File: config.mk
export PLATFORM = sky130hd
export DESIGN_NAME = cfg_bank_regfile
export DESIGN_NICKNAME = d
export VERILOG_FILES = /design/src/rtl/cfgbank_pkg.sv /design/src/rtl/instr_decode.sv /design/src/rtl/cfg_bank.sv /design/src/rtl/seg_counter.sv /design/src/rtl/cfg_bank_regfile.sv
export SDC_FILE = /design/constraint.sdc
export NUM_CORES = 1
export LEC_CHECK = 0
export CAP_MARGIN = 15
export CORE_UTILIZATION = 40
export CTS_CLUSTER_SIZE = 14
export DETAILED_ROUTE_END_ITERATION = 8
export GPL_TIMING_DRIVEN = 0
export MAX_ROUTING_LAYER = met4
export SYNTH_ARGS = -nofsm -noshare
export SYNTH_HDL_FRONTEND = slang
export SYNTH_SLANG_ARGS = --single-unit
export TNS_END_PERCENT = 1
File: constraint.sdc
create_clock -name clk -period 5.54 [get_ports clk]
set_clock_uncertainty 0.2 [all_clocks]
set_input_delay 1.108 -clock clk [delete_from_list [all_inputs] [get_ports clk]]
set_output_delay 1.108 -clock clk [all_outputs]
set_load 0.03 [all_outputs]
File: src/rtl/cfgbank_pkg.sv
package cfgbank_pkg;

  localparam int NREGS = 6;
  localparam int DW = 16;
  localparam int SEG_W = 4;

  localparam int IDX_CTRL = 0;
  localparam int IDX_SEG = 1;
  localparam int IDX_ADDR = 2;
  localparam int IDX_MASK = 3;
  localparam int IDX_PSRC = 4;
  localparam int IDX_PDST = 5;

  typedef enum logic [2:0] {
    OP_NONE,
    OP_WRITE,
    OP_SEL_FG,
    OP_SEL_BG,
    OP_RSC,
    OP_ADV,
    OP_ACCESS,
    OP_SFF
  } op_e;

  typedef struct packed {
    op_e op;
    logic [2:0] sel;
    logic flag;
    logic [DW-1:0] arg;
  } dec_t;

  // Fold an operand into the entry range.
  function automatic logic [DW-1:0] addr_fold(input logic [DW-1:0] v, input int unsigned depth);
    int unsigned r;
    r = int'(v) % depth;
    return DW'(r);
  endfunction

  // Step an address per the control mode: 01 up, 10 down, else hold.
  function automatic logic [DW-1:0] addr_step(input logic [DW-1:0] a, input logic [1:0] mode,
                                              input int unsigned depth);
    logic [DW-1:0] last;
    last = DW'(depth - 1);
    case (mode)
      2'b01: return (a == last) ? '0 : a + 1'b1;
      2'b10: return (a == '0) ? last : a - 1'b1;
      default: return a;
    endcase
  endfunction

  // Segment counter advance: end limit returns to start limit.
  function automatic logic [SEG_W-1:0] seg_next(input logic [SEG_W-1:0] cnt,
                                                input logic [SEG_W-1:0] lo,
                                                input logic [SEG_W-1:0] hi);
    return (cnt == hi) ? lo : cnt + 1'b1;
  endfunction

endpackage

File: src/rtl/instr_decode.sv
module instr_decode
  import cfgbank_pkg::*;
(
  input  logic        valid_i,
  input  logic [31:0] word_i,
  output dec_t        dec_o
);
  logic [15:0] opw;
  logic is_special, is_write, is_access, is_adv, is_sff;
  logic [2:0] tgt, oper;

  assign opw = word_i[31:16];
  assign tgt = opw[5:3];
  assign oper = opw[2:0];
  assign is_special = (opw[15:6] == 10'b0000_0110_00);
  assign is_sff = (opw == 16'h0700);
  assign is_write = (opw[15:3] == 13'h0120) && (oper < 3'(NREGS));
  assign is_access = (opw[15:1] == 15'h0500);
  assign is_adv = (opw[15:1] == 15'h0580);

  always_comb begin
    dec_o.op = OP_NONE;
    dec_o.sel = oper;
    dec_o.flag = opw[0];
    dec_o.arg = word_i[15:0];
    if (valid_i) begin
      if (is_special && tgt == 3'd0) begin
        case (oper)
          3'd0: dec_o.op = OP_SEL_FG;
          3'd1: dec_o.op = OP_SEL_BG;
          3'd2: dec_o.op = OP_RSC;
          default: dec_o.op = OP_NONE;
        endcase
      end else if (is_sff) dec_o.op = OP_SFF;
      else if (is_write) dec_o.op = OP_WRITE;
      else if (is_access) dec_o.op = OP_ACCESS;
      else if (is_adv) dec_o.op = OP_ADV;
    end
  end
endmodule

File: src/rtl/cfg_bank.sv
module cfg_bank
  import cfgbank_pkg::*;
(
  input  logic                     clk,
  input  logic                     rst_n,
  input  logic                     wr_en_i,
  input  logic [2:0]               wr_sel_i,
  input  logic [DW-1:0]            wr_data_i,
  output logic [NREGS-1:0][DW-1:0] regs_o
);
  logic [NREGS-1:0][DW-1:0] regs_q;

  always_ff @(posedge clk or negedge rst_n) begin
    if (!rst_n) regs_q <= '0;
    else if (wr_en_i) regs_q[wr_sel_i] <= wr_data_i;
  end

  assign regs_o = regs_q;

  // a bank that is not written keeps every register
  a_r2_bank_hold: assert property (@(posedge clk) disable iff (!rst_n)
    !wr_en_i |=> $stable(regs_q));
endmodule

File: src/rtl/seg_counter.sv
module seg_counter
  import cfgbank_pkg::*;
(
  input  logic             clk,
  input  logic             rst_n,
  input  logic             rsc_i,
  input  logic             adv_i,
  input  logic [SEG_W-1:0] lo_i,
  input  logic [SEG_W-1:0] hi_i,
  output logic [SEG_W-1:0] cnt_o
);
  logic [SEG_W-1:0] cnt_q;

  always_ff @(posedge clk or negedge rst_n) begin
    if (!rst_n) cnt_q <= '0;
    else if (rsc_i) cnt_q <= lo_i;
    else if (adv_i) cnt_q <= seg_next(cnt_q, lo_i, hi_i);
  end

  assign cnt_o = cnt_q;

  a_r4_reset_to_start: assert property (@(posedge clk) disable iff (!rst_n)
    rsc_i |=> cnt_q == $past(lo_i));
  a_r5_count_up: assert property (@(posedge clk) disable iff (!rst_n)
    (adv_i && !rsc_i && cnt_q != hi_i) |=> cnt_q == $past(cnt_q) + 1'b1);
  a_r5_wrap_end: assert property (@(posedge clk) disable iff (!rst_n)
    (adv_i && !rsc_i && cnt_q == hi_i) |=> cnt_q == $past(lo_i));
endmodule

File: src/rtl/cfg_bank_regfile.sv
module cfg_bank_regfile
  import cfgbank_pkg::*;
#(
  parameter int DEPTH = 1024,
  localparam int AW = (DEPTH > 1) ? $clog2(DEPTH) : 1
) (
  input  logic          clk,
  input  logic          rst_n,
  input  logic          instr_valid,
  input  logic [31:0]   bus_i,
  output logic          bank_o,
  output logic [15:0]   ctrl_o,
  output logic [15:0]   segctl_o,
  output logic [AW-1:0] addr_o,
  output logic [15:0]   mask1_o,
  output logic [15:0]   page_src_o,
  output logic [15:0]   page_dst_o,
  output logic [3:0]    dst_cnt_o,
  output logic [3:0]    src_cnt_o,
  output logic          full_n_o,
  output logic          acc_valid_o,
  output logic [AW-1:0] acc_addr_o
);
  dec_t dec;
  logic bank_q, full_n_q, acc_valid_q;
  logic [AW-1:0] acc_addr_q;
  logic [1:0][NREGS-1:0][DW-1:0] bank_regs;
  logic [NREGS-1:0][DW-1:0] act;
  logic [1:0][SEG_W-1:0] seg_cnt;

  // Named internal events
  logic ev_sel_fg, ev_sel_bg, ev_rsc, ev_adv, ev_access, ev_sff, ev_write;
  logic wr_en;
  logic [2:0] wr_sel;
  logic [DW-1:0] wr_data, acc_base;

  instr_decode u_dec (.valid_i(instr_valid), .word_i(bus_i), .dec_o(dec));

  assign ev_sel_fg = (dec.op == OP_SEL_FG);
  assign ev_sel_bg = (dec.op == OP_SEL_BG);
  assign ev_rsc = (dec.op == OP_RSC);
  assign ev_adv = (dec.op == OP_ADV);
  assign ev_access = (dec.op == OP_ACCESS);
  assign ev_sff = (dec.op == OP_SFF);
  assign ev_write = (dec.op == OP_WRITE);

  assign act = bank_regs[bank_q];

  assign acc_base = dec.flag ? addr_fold(dec.arg, DEPTH) : act[IDX_ADDR];

  always_comb begin
    wr_en = ev_write || ev_access;
    wr_sel = ev_access ? 3'(IDX_ADDR) : dec.sel;
    if (ev_access) wr_data = addr_step(acc_base, act[IDX_CTRL][1:0], DEPTH);
    else if (dec.sel == 3'(IDX_ADDR)) wr_data = addr_fold(dec.arg, DEPTH);
    else wr_data = dec.arg;
  end

  for (genvar gb = 0; gb < 2; gb++) begin : g_bank
    cfg_bank u_bank (
      .clk(clk),
      .rst_n(rst_n),
      .wr_en_i(wr_en && (bank_q == 1'(gb))),
      .wr_sel_i(wr_sel),
      .wr_data_i(wr_data),
      .regs_o(bank_regs[gb])
    );
  end

  // gs = 0 destination, gs = 1 source
  for (genvar gs = 0; gs < 2; gs++) begin : g_seg
    seg_counter u_seg (
      .clk(clk),
      .rst_n(rst_n),
      .rsc_i(ev_rsc),
      .adv_i(ev_adv && (dec.flag == 1'(gs))),
      .lo_i(act[IDX_SEG][gs*2*SEG_W +: SEG_W]),
      .hi_i(act[IDX_SEG][gs*2*SEG_W + SEG_W +: SEG_W]),
      .cnt_o(seg_cnt[gs])
    );
  end

  always_ff @(posedge clk or negedge rst_n) begin
    if (!rst_n) begin
      bank_q <= 1'b0;
      full_n_q <= 1'b1;
      acc_valid_q <= 1'b0;
      acc_addr_q <= '0;
    end else begin
      if (ev_sel_fg) bank_q <= 1'b0;
      else if (ev_sel_bg) bank_q <= 1'b1;
      if (ev_sff) full_n_q <= 1'b0;
      acc_valid_q <= ev_access;
      if (ev_access) acc_addr_q <= acc_base[AW-1:0];
    end
  end

  assign bank_o = bank_q;
  assign ctrl_o = act[IDX_CTRL];
  assign segctl_o = act[IDX_SEG];
  assign addr_o = act[IDX_ADDR][AW-1:0];
  assign mask1_o = act[IDX_MASK];
  assign page_src_o = act[IDX_PSRC];
  assign page_dst_o = act[IDX_PDST];
  assign dst_cnt_o = seg_cnt[0];
  assign src_cnt_o = seg_cnt[1];
  assign full_n_o = full_n_q;
  assign acc_valid_o = acc_valid_q;
  assign acc_addr_o = acc_addr_q;

  a_r7_addr_range: assert property (@(posedge clk) disable iff (!rst_n)
    act[IDX_ADDR] < DW'(DEPTH));
  a_r6_acc_range: assert property (@(posedge clk) disable iff (!rst_n)
    acc_valid_o |-> (32'(acc_addr_o) < DEPTH));
  a_r8_full_sticky: assert property (@(posedge clk) disable iff (!rst_n)
    !full_n_o |=> !full_n_o);
  a_r3_bank_hold: assert property (@(posedge clk) disable iff (!rst_n)
    !(ev_sel_fg || ev_sel_bg) |=> $stable(bank_o));
  a_r9_idle: assert property (@(posedge clk) disable iff (!rst_n)
    !instr_valid |=> ($stable({bank_o, bank_regs, dst_cnt_o, src_cnt_o, full_n_o}) && !acc_valid_o));
endmodule

==> flow_summary.ini, run 1 <==
[sta]
relSlewSlack = 0.220
fmax_ghz = 0.186
fin_crit_sh = 0.972
whs_ns = 0.207
post-route-min-period_ns = 5.38
final.setup.tns_ns = 0
layout_setup_ws_ns = 0.158
slew_viol_final = 0
final_hold_viol_count = 0
finalSetupViolations = 0
tightestPinTransition_ns = 1.16
rsz0062_at_grt = no

[setup_path]
path_class = reg -> out
worstRegToRegCells = 16
start_kind = flop
max_stage_delay_ns = 0.62
path_max_fanout = 10
startpoint = bank_o
rr_endpoint = g_bank[1].u_bank.regs_o[46]
path_cells = buf_6, buf_6, buf_2, buf_2, buf_2, buf_2, clkbuf_2, mux2i_1, inv_1, clkdlybuf4s50_1
crit_path_end = ctrl_o[0]
cp.arrival_ns = 4.07
crit_top_cell = buf_2
required_ns = 4.23
rrSetupSlack_ns = 0.28
r2r_start = bank_o
cp-end-kind = primary output
crit_slowest_cell = clkdlybuf4s50_1

[routing]
drt-total-wl_um = 34200
wl_met1_um = 16100
wl_met2_um = 15600
drtAntennaViolNets = 0
wl_per_cell_um = 21.5
vias = 8903
drt_iter0_drc = 580
routed.top_layer = met4
drc_errors = 0
wl_met3_um = 1810
drt_pass1_iterations = 5
vias_per_cell = 5.58

[clock_tree]
clkSlewWorstSetupHoldPaths_ns = 0.06
postCtsSetupRepairBufs = 0
htreeDepth = 1
clockBufferDepth = 3
cts_tree = built
root_buffer = clkbuf_16
postCtsResizedCells = 9
postCtsHoldBufs = 0
clkLatencyLatePin_ns = 0.54
clock-sinks = 213
cts_made_buffers = 24

[floorplan]
num_rows = 61
design.core.area_mm2 = 0.0279
die_area_mm2 = 0.0290
die_w_um = 170
start_util = 0.407
boundaryPins = 146
fp.dieH_um = 170

[global_route]
grt_pass1_vias = 8909
grt_pass1_wl_um = 53700
gr-usage-all-layers = 0.250
grt_max_degree = 106
grt_antenna_before_repair = 1
grt-ovfl-total = 0

[finish]
utilization = 0.508
layout.nets = 1242
drive_above_1_share = 0.251
final_cells = 1595
final_cell_area_mm2 = 0.0142
synthToLayoutAreaGrowth_pct = 24.9
insertedDiodeCount = 0

[synth]
synth_adder_area_share = 0.00750
synth_fp_nets = 1071
synth_cell_types = 83
ys_seq_area_frac = 0.470
synthSimpleGateAreaFrac = 0.123
netlist.area_leader.share = 0.468
synthFlopType = dfrtp_1
synthCells = 1030
yosys_warnings = 0
synth_area_mm2 = 0.0113
synth_top_family_by_area = multiplexers
ys_ff_latch = 213
synth_xor_xnor_area_share = 0.00927
synth_top_area_cell = dfrtp_1
synth-compound-area-share = 0.114
synth_edf_count = 0
synthTopCellsByArea = dfrtp_1 47%, mux2_2 19%, o21ai_0 4.3%, nand2_1 3.5%, mux2i_1 2.4%
syn_area_per_cell_um2 = 11.0
async_reset_ff_frac = 1.00
synth_mux_area_frac = 0.243

[place]
dpl_cell_area_mm2 = 0.0133
placed_cells = 1552
numPortBuffers = 142
place_ws_ns = -0.319
gp_congestion = 0.934
dp_hpwl_um = 24800

[power]
p_total_mw = 3.44
power_leakage_nw = 6.45
power_density_mw_per_mm2 = 243
ir_drop_uv = 228

[run]
max_cap_viol_count = 0

[outcome]
outcome = finished, final reports clean

[min_path]
hp-class = in -> async
==> cell usage in the layout (no fill, tap or decap), types with 4 or more instances in the layout <==
cell type and count:
or2_2 4, a21oi_1 22, or4_1 4, dfrtp_1 212, ha_1 6, o21ai_0 98, mux2_4 12, buf_4 4
nand2b_1 8, inv_1 15, xor2_1 9, mux2_2 189, mux2i_1 27, clkdlybuf4s50_1 141, and2_1 12, clkbuf_8 8
nor2_1 46, nand4_1 9, buf_6 5, and3_1 7, nand2_1 107, nor3_1 12, nor4_1 15, o211ai_1 8
a31oi_1 6, a211oi_1 10, clkbuf_16 24, clkbuf_1 35, o31ai_1 12, nand3_1 21, buf_2 18, mux2_1 10
o31a_1 6
==> layer usage <==
metal | track usage | vias to the layer above
met3 | 0.0300 | 47
met4 | 0.0556 | 0
met2 | 0.381 | 287
met1 | 0.356 | 4462
li1 | - | 4107
met5 | - | -
==> cells in the mapped netlist, types with 4 or more instances <==
cell type,number
a211oi_1,10
a21oi_1,22
a31oi_1,6
and2_1,12
and3_1,7
buf_1,9
buf_2,12
buf_4,4
buf_6,5
clkbuf_1,35
dfrtp_1,212
ha_1,6
inv_1,15
mux2_1,10
mux2_2,189
mux2_4,12
mux2i_1,27
nand2_1,107
nand2b_1,8
nand3_1,21
nand4_1,9
nor2_1,46
nor3_1,12
nor4_1,15
o211ai_1,8
o21ai_0,98
o31a_1,6
o31ai_1,12
or2_2,4
or4_1,4
xor2_1,9
==> worst max-delay path: cells and delay by family (launching register included) <==
kind,cells,cell delay [ns]
muxes,1,0.33
buffers and inverters,9,2.83
DFF,1,0.36
==> worst min-delay path by stage <==
stage / cells after the start / slack [ns] / end
CTS: 1 / 0.19 / g_bank[0].u_bank.regs_o[76]
global placement: 1 / 0.25 / full_n_o
floorplan: 2 / 0.24 / g_bank[1].u_bank.regs_o[10]
global route: 1 / 0.19 / g_bank[0].u_bank.regs_o[76]
finish: 1 / 0.21 / g_bank[0].u_bank.regs_o[76]
detailed placement: 1 / 0.25 / full_n_o
==> registers in the layout (all words and copies together) (netlist names) <==
signal / count
acc_valid_o: 1
full_n_o: 1
g_seg.u_seg.cnt_o: 8
g_bank.u_bank.regs_o: 192
bank_o: 1
acc_addr_o: 10
==> where the power goes <==
| group | switching (mW) | internal, mW | total (mW) |
|---|---|---|---|
| combinational | 0.130 | 0.0575 | 0.188 |
| sequential | 0.000405 | 1.56 | 1.56 |
| clock | 0.651 | 1.04 | 1.69 |
| total | 0.782 | 2.65 | 3.44 |
==> final cells by class <==
type                            instances  area (um^2)
Inverter                               15         56.3
Fill cell                            2507        13700
Multi-Input combinational cell        737         5640
Clock buffer                           35          722
Sequential cell                       213         5330
Buffer                                 65          323
Timing Repair Buffer                  145         1490
Tap cell                              378          473
Clock inverter                          7          124
==> kinds of logic (layout without fill, tap and decap cells) <==
kind of cell	after synthesis	after routing
multiplexers	242	242
flip-flops	213	213
buffers and inverters	80	267
AO/OA/AOI/OAI	202	202
XOR/XNOR	12	12
adder cells (fa/ha/maj)	7	7
AND/OR/NAND/NOR	274	274
No activity file was read; power rests on OpenSTA's default activity.
==> run 2, diff against run 1 <==
--- a/config.mk
+++ b/config.mk
@@ -11,6 +11,7 @@
 export DETAILED_ROUTE_END_ITERATION = 8
 export GPL_TIMING_DRIVEN = 0
 export MAX_ROUTING_LAYER = met4
+export SLEW_MARGIN = 20
 export SYNTH_ARGS = -nofsm -noshare
 export SYNTH_HDL_FRONTEND = slang
 export SYNTH_SLANG_ARGS = --single-unit
==> run 2 against run 1 <==
  * Sequential share of layout area is 0.16 points higher
  * Highest routed layer unchanged
  * Final cell count hardly changed
  * Non-clock buffer count decreased by 1
==> flow_summary.ini, run 2 (synthesis gave the netlist of run 1 again) <==
[routing]
vias = 8956
drc_errors = 0
wl_per_cell_um = 21.4
vias_per_cell = 5.61
drt_iter0_drc = 669
drtAntennaViolNets = 0
drt-total-wl_um = 34200
drt_pass1_iterations = 5

[power]
power_density_mw_per_mm2 = 236
ir_drop_uv = 190
power_leakage_nw = 6.42

[clock_tree]
cts_tree = built
htreeDepth = 1
cts_made_buffers = 24
postCtsSetupRepairBufs = 0
clkSlewWorstSetupHoldPaths_ns = 0.06
postCtsHoldBufs = 0
clockBufferDepth = 3
clkLatencyLatePin_ns = 0.53
root_buffer = clkbuf_16
clock-sinks = 213

[setup_path]
path_class = reg -> out
crit_slowest_cell = clkdlybuf4s50_1
crit_top_cell = buf_2
cp-end-kind = primary output
max_stage_delay_ns = 0.62
start_kind = flop
path_cells = buf_6, buf_6, buf_2, buf_2, buf_2, buf_2, clkbuf_2, mux2i_1, inv_1, clkdlybuf4s50_1
path_max_fanout = 10
worstRegToRegCells = 17
cp.buffers_inverters = 9
cp.arrival_ns = 4.01
required_ns = 4.23
cp.depth = 10
cp_top_family = buffers and inverters

[min_path]
hp-class = in -> async

[finish]
fill_cells = 2473
insertedDiodeCount = 0
final_cell_area_mm2 = 0.0141
drive_above_1_share = 0.252
layout_common_cells = 212 x dfrtp_1, 189 x mux2_2, 141 x clkdlybuf4s50_1
largest_reg_flops = 192
final_cells = 1596
layout_commonest_cell = dfrtp_1
utilization = 0.506
synthToLayoutAreaGrowth_pct = 24.4
layout.nets = 1241

[place]
dp_hpwl_um = 24800
numPortBuffers = 142
dpl_cell_area_mm2 = 0.0133
place_ws_ns = -0.366
gp_congestion = 0.934
placed_cells = 1552

[sta]
rsz0062_at_grt = no
whs_ns = 0.248
tightestPinTransition_ns = 0.927
relSlewSlack = 0.376
finalSetupViolations = 0
final_hold_viol_count = 0
fin_crit_sh = 0.960
layout_setup_ws_ns = 0.221
post-route-min-period_ns = 5.32
slew_viol_final = 0
fmax_ghz = 0.188

[floorplan]
die_w_um = 170
num_rows = 61
design.core.area_mm2 = 0.0279
fp.dieH_um = 170
die_area_mm2 = 0.0290
start_util = 0.407
boundaryPins = 146

[global_route]
grt_max_degree = 92
grt_pass1_wl_um = 53700
grt-ovfl-total = 0
grt_pass1_vias = 8941
gr-usage-all-layers = 0.250
grt_antenna_before_repair = 1

[run]
max_cap_viol_count = 0

[outcome]
outcome = finished, final reports clean
==> run 2: repair_timing <==
item,in CTS,in global routing
setup endpoints to repair,88,1
gates resized for setup,9,2
cloned,0,0
==> run 2: layout make-up <==
class,count,area [um^2],share of cell area
Clock buffer,35,702,0.0498
Timing Repair Buffer,144,1480,0.105
Buffer,65,324,0.0230
Tap cell,378,473,0.0335
Clock inverter,9,88.8,0.00630
Sequential cell,213,5330,0.378
Multi-Input combinational cell,737,5650,0.400
Inverter,15,56.3,0.00399
==> run 2: path summary, 6_finish.rpt <==
check / from / end / slack (ns)
max in group asynchronous: rst_n / full_n_o / 3.71
max: bank_o / ctrl_o[1] / 0.22
min: rst_n / g_bank[1].u_bank.regs_o[88] / 0.25
max reg2reg: bank_o / g_bank[0].u_bank.regs_o[44] / 0.35
min in group clk: full_n_o / full_n_o / 0.26
min reg2reg: full_n_o / full_n_o / 0.26
==> run 2: layer usage <==
| layer | up-vias | GRT usage | wire length [um] |
|---|---|---|---|
| met5 | - | - | 0 |
| met1 | 4519 | 0.355 | 15900 |
| li1 | 4097 | - | - |
| met3 | 41 | 0.0293 | 2060 |
| met2 | 299 | 0.383 | 15700 |
| met4 | 0 | 0.0509 | 558 |
==> run 2: through the flow <==
| stage | TNS, ns | power (mW) |
|---|---|---|
| after detailed placement | -4.64 | 1.77 |
| after floorplan | 0 | 1.67 |
| after global routing | 0 | 3.45 |
| final | 0 | 3.33 |
| after global placement | -1301.97 | 1.77 |
| after CTS | 0 | 3.36 |
==> run 2: worst reg2reg max path, stage by stage (launching register included) <==
cell and delay, ns:
dfrtp_1 0.36, buf_6 0.17, buf_6 0.19, buf_2 0.33
buf_2 0.35, buf_2 0.32, buf_2 0.32, clkbuf_2 0.36
mux2i_1 0.32, inv_1 0.14, ha_1 0.29, clkbuf_1 0.46
inv_1 0.23, clkbuf_2 0.29, o211ai_1 0.16, mux2i_1 0.09
a221oi_1 0.34, o21ai_0 0.13
==> run 2: report_power, final <==
group	switching, mW	total [mW]	internal (mW)
combinational	0.130	0.187	0.0575
clock	0.655	1.58	0.928
sequential	0.000403	1.56	1.56
total	0.785	3.33	2.54
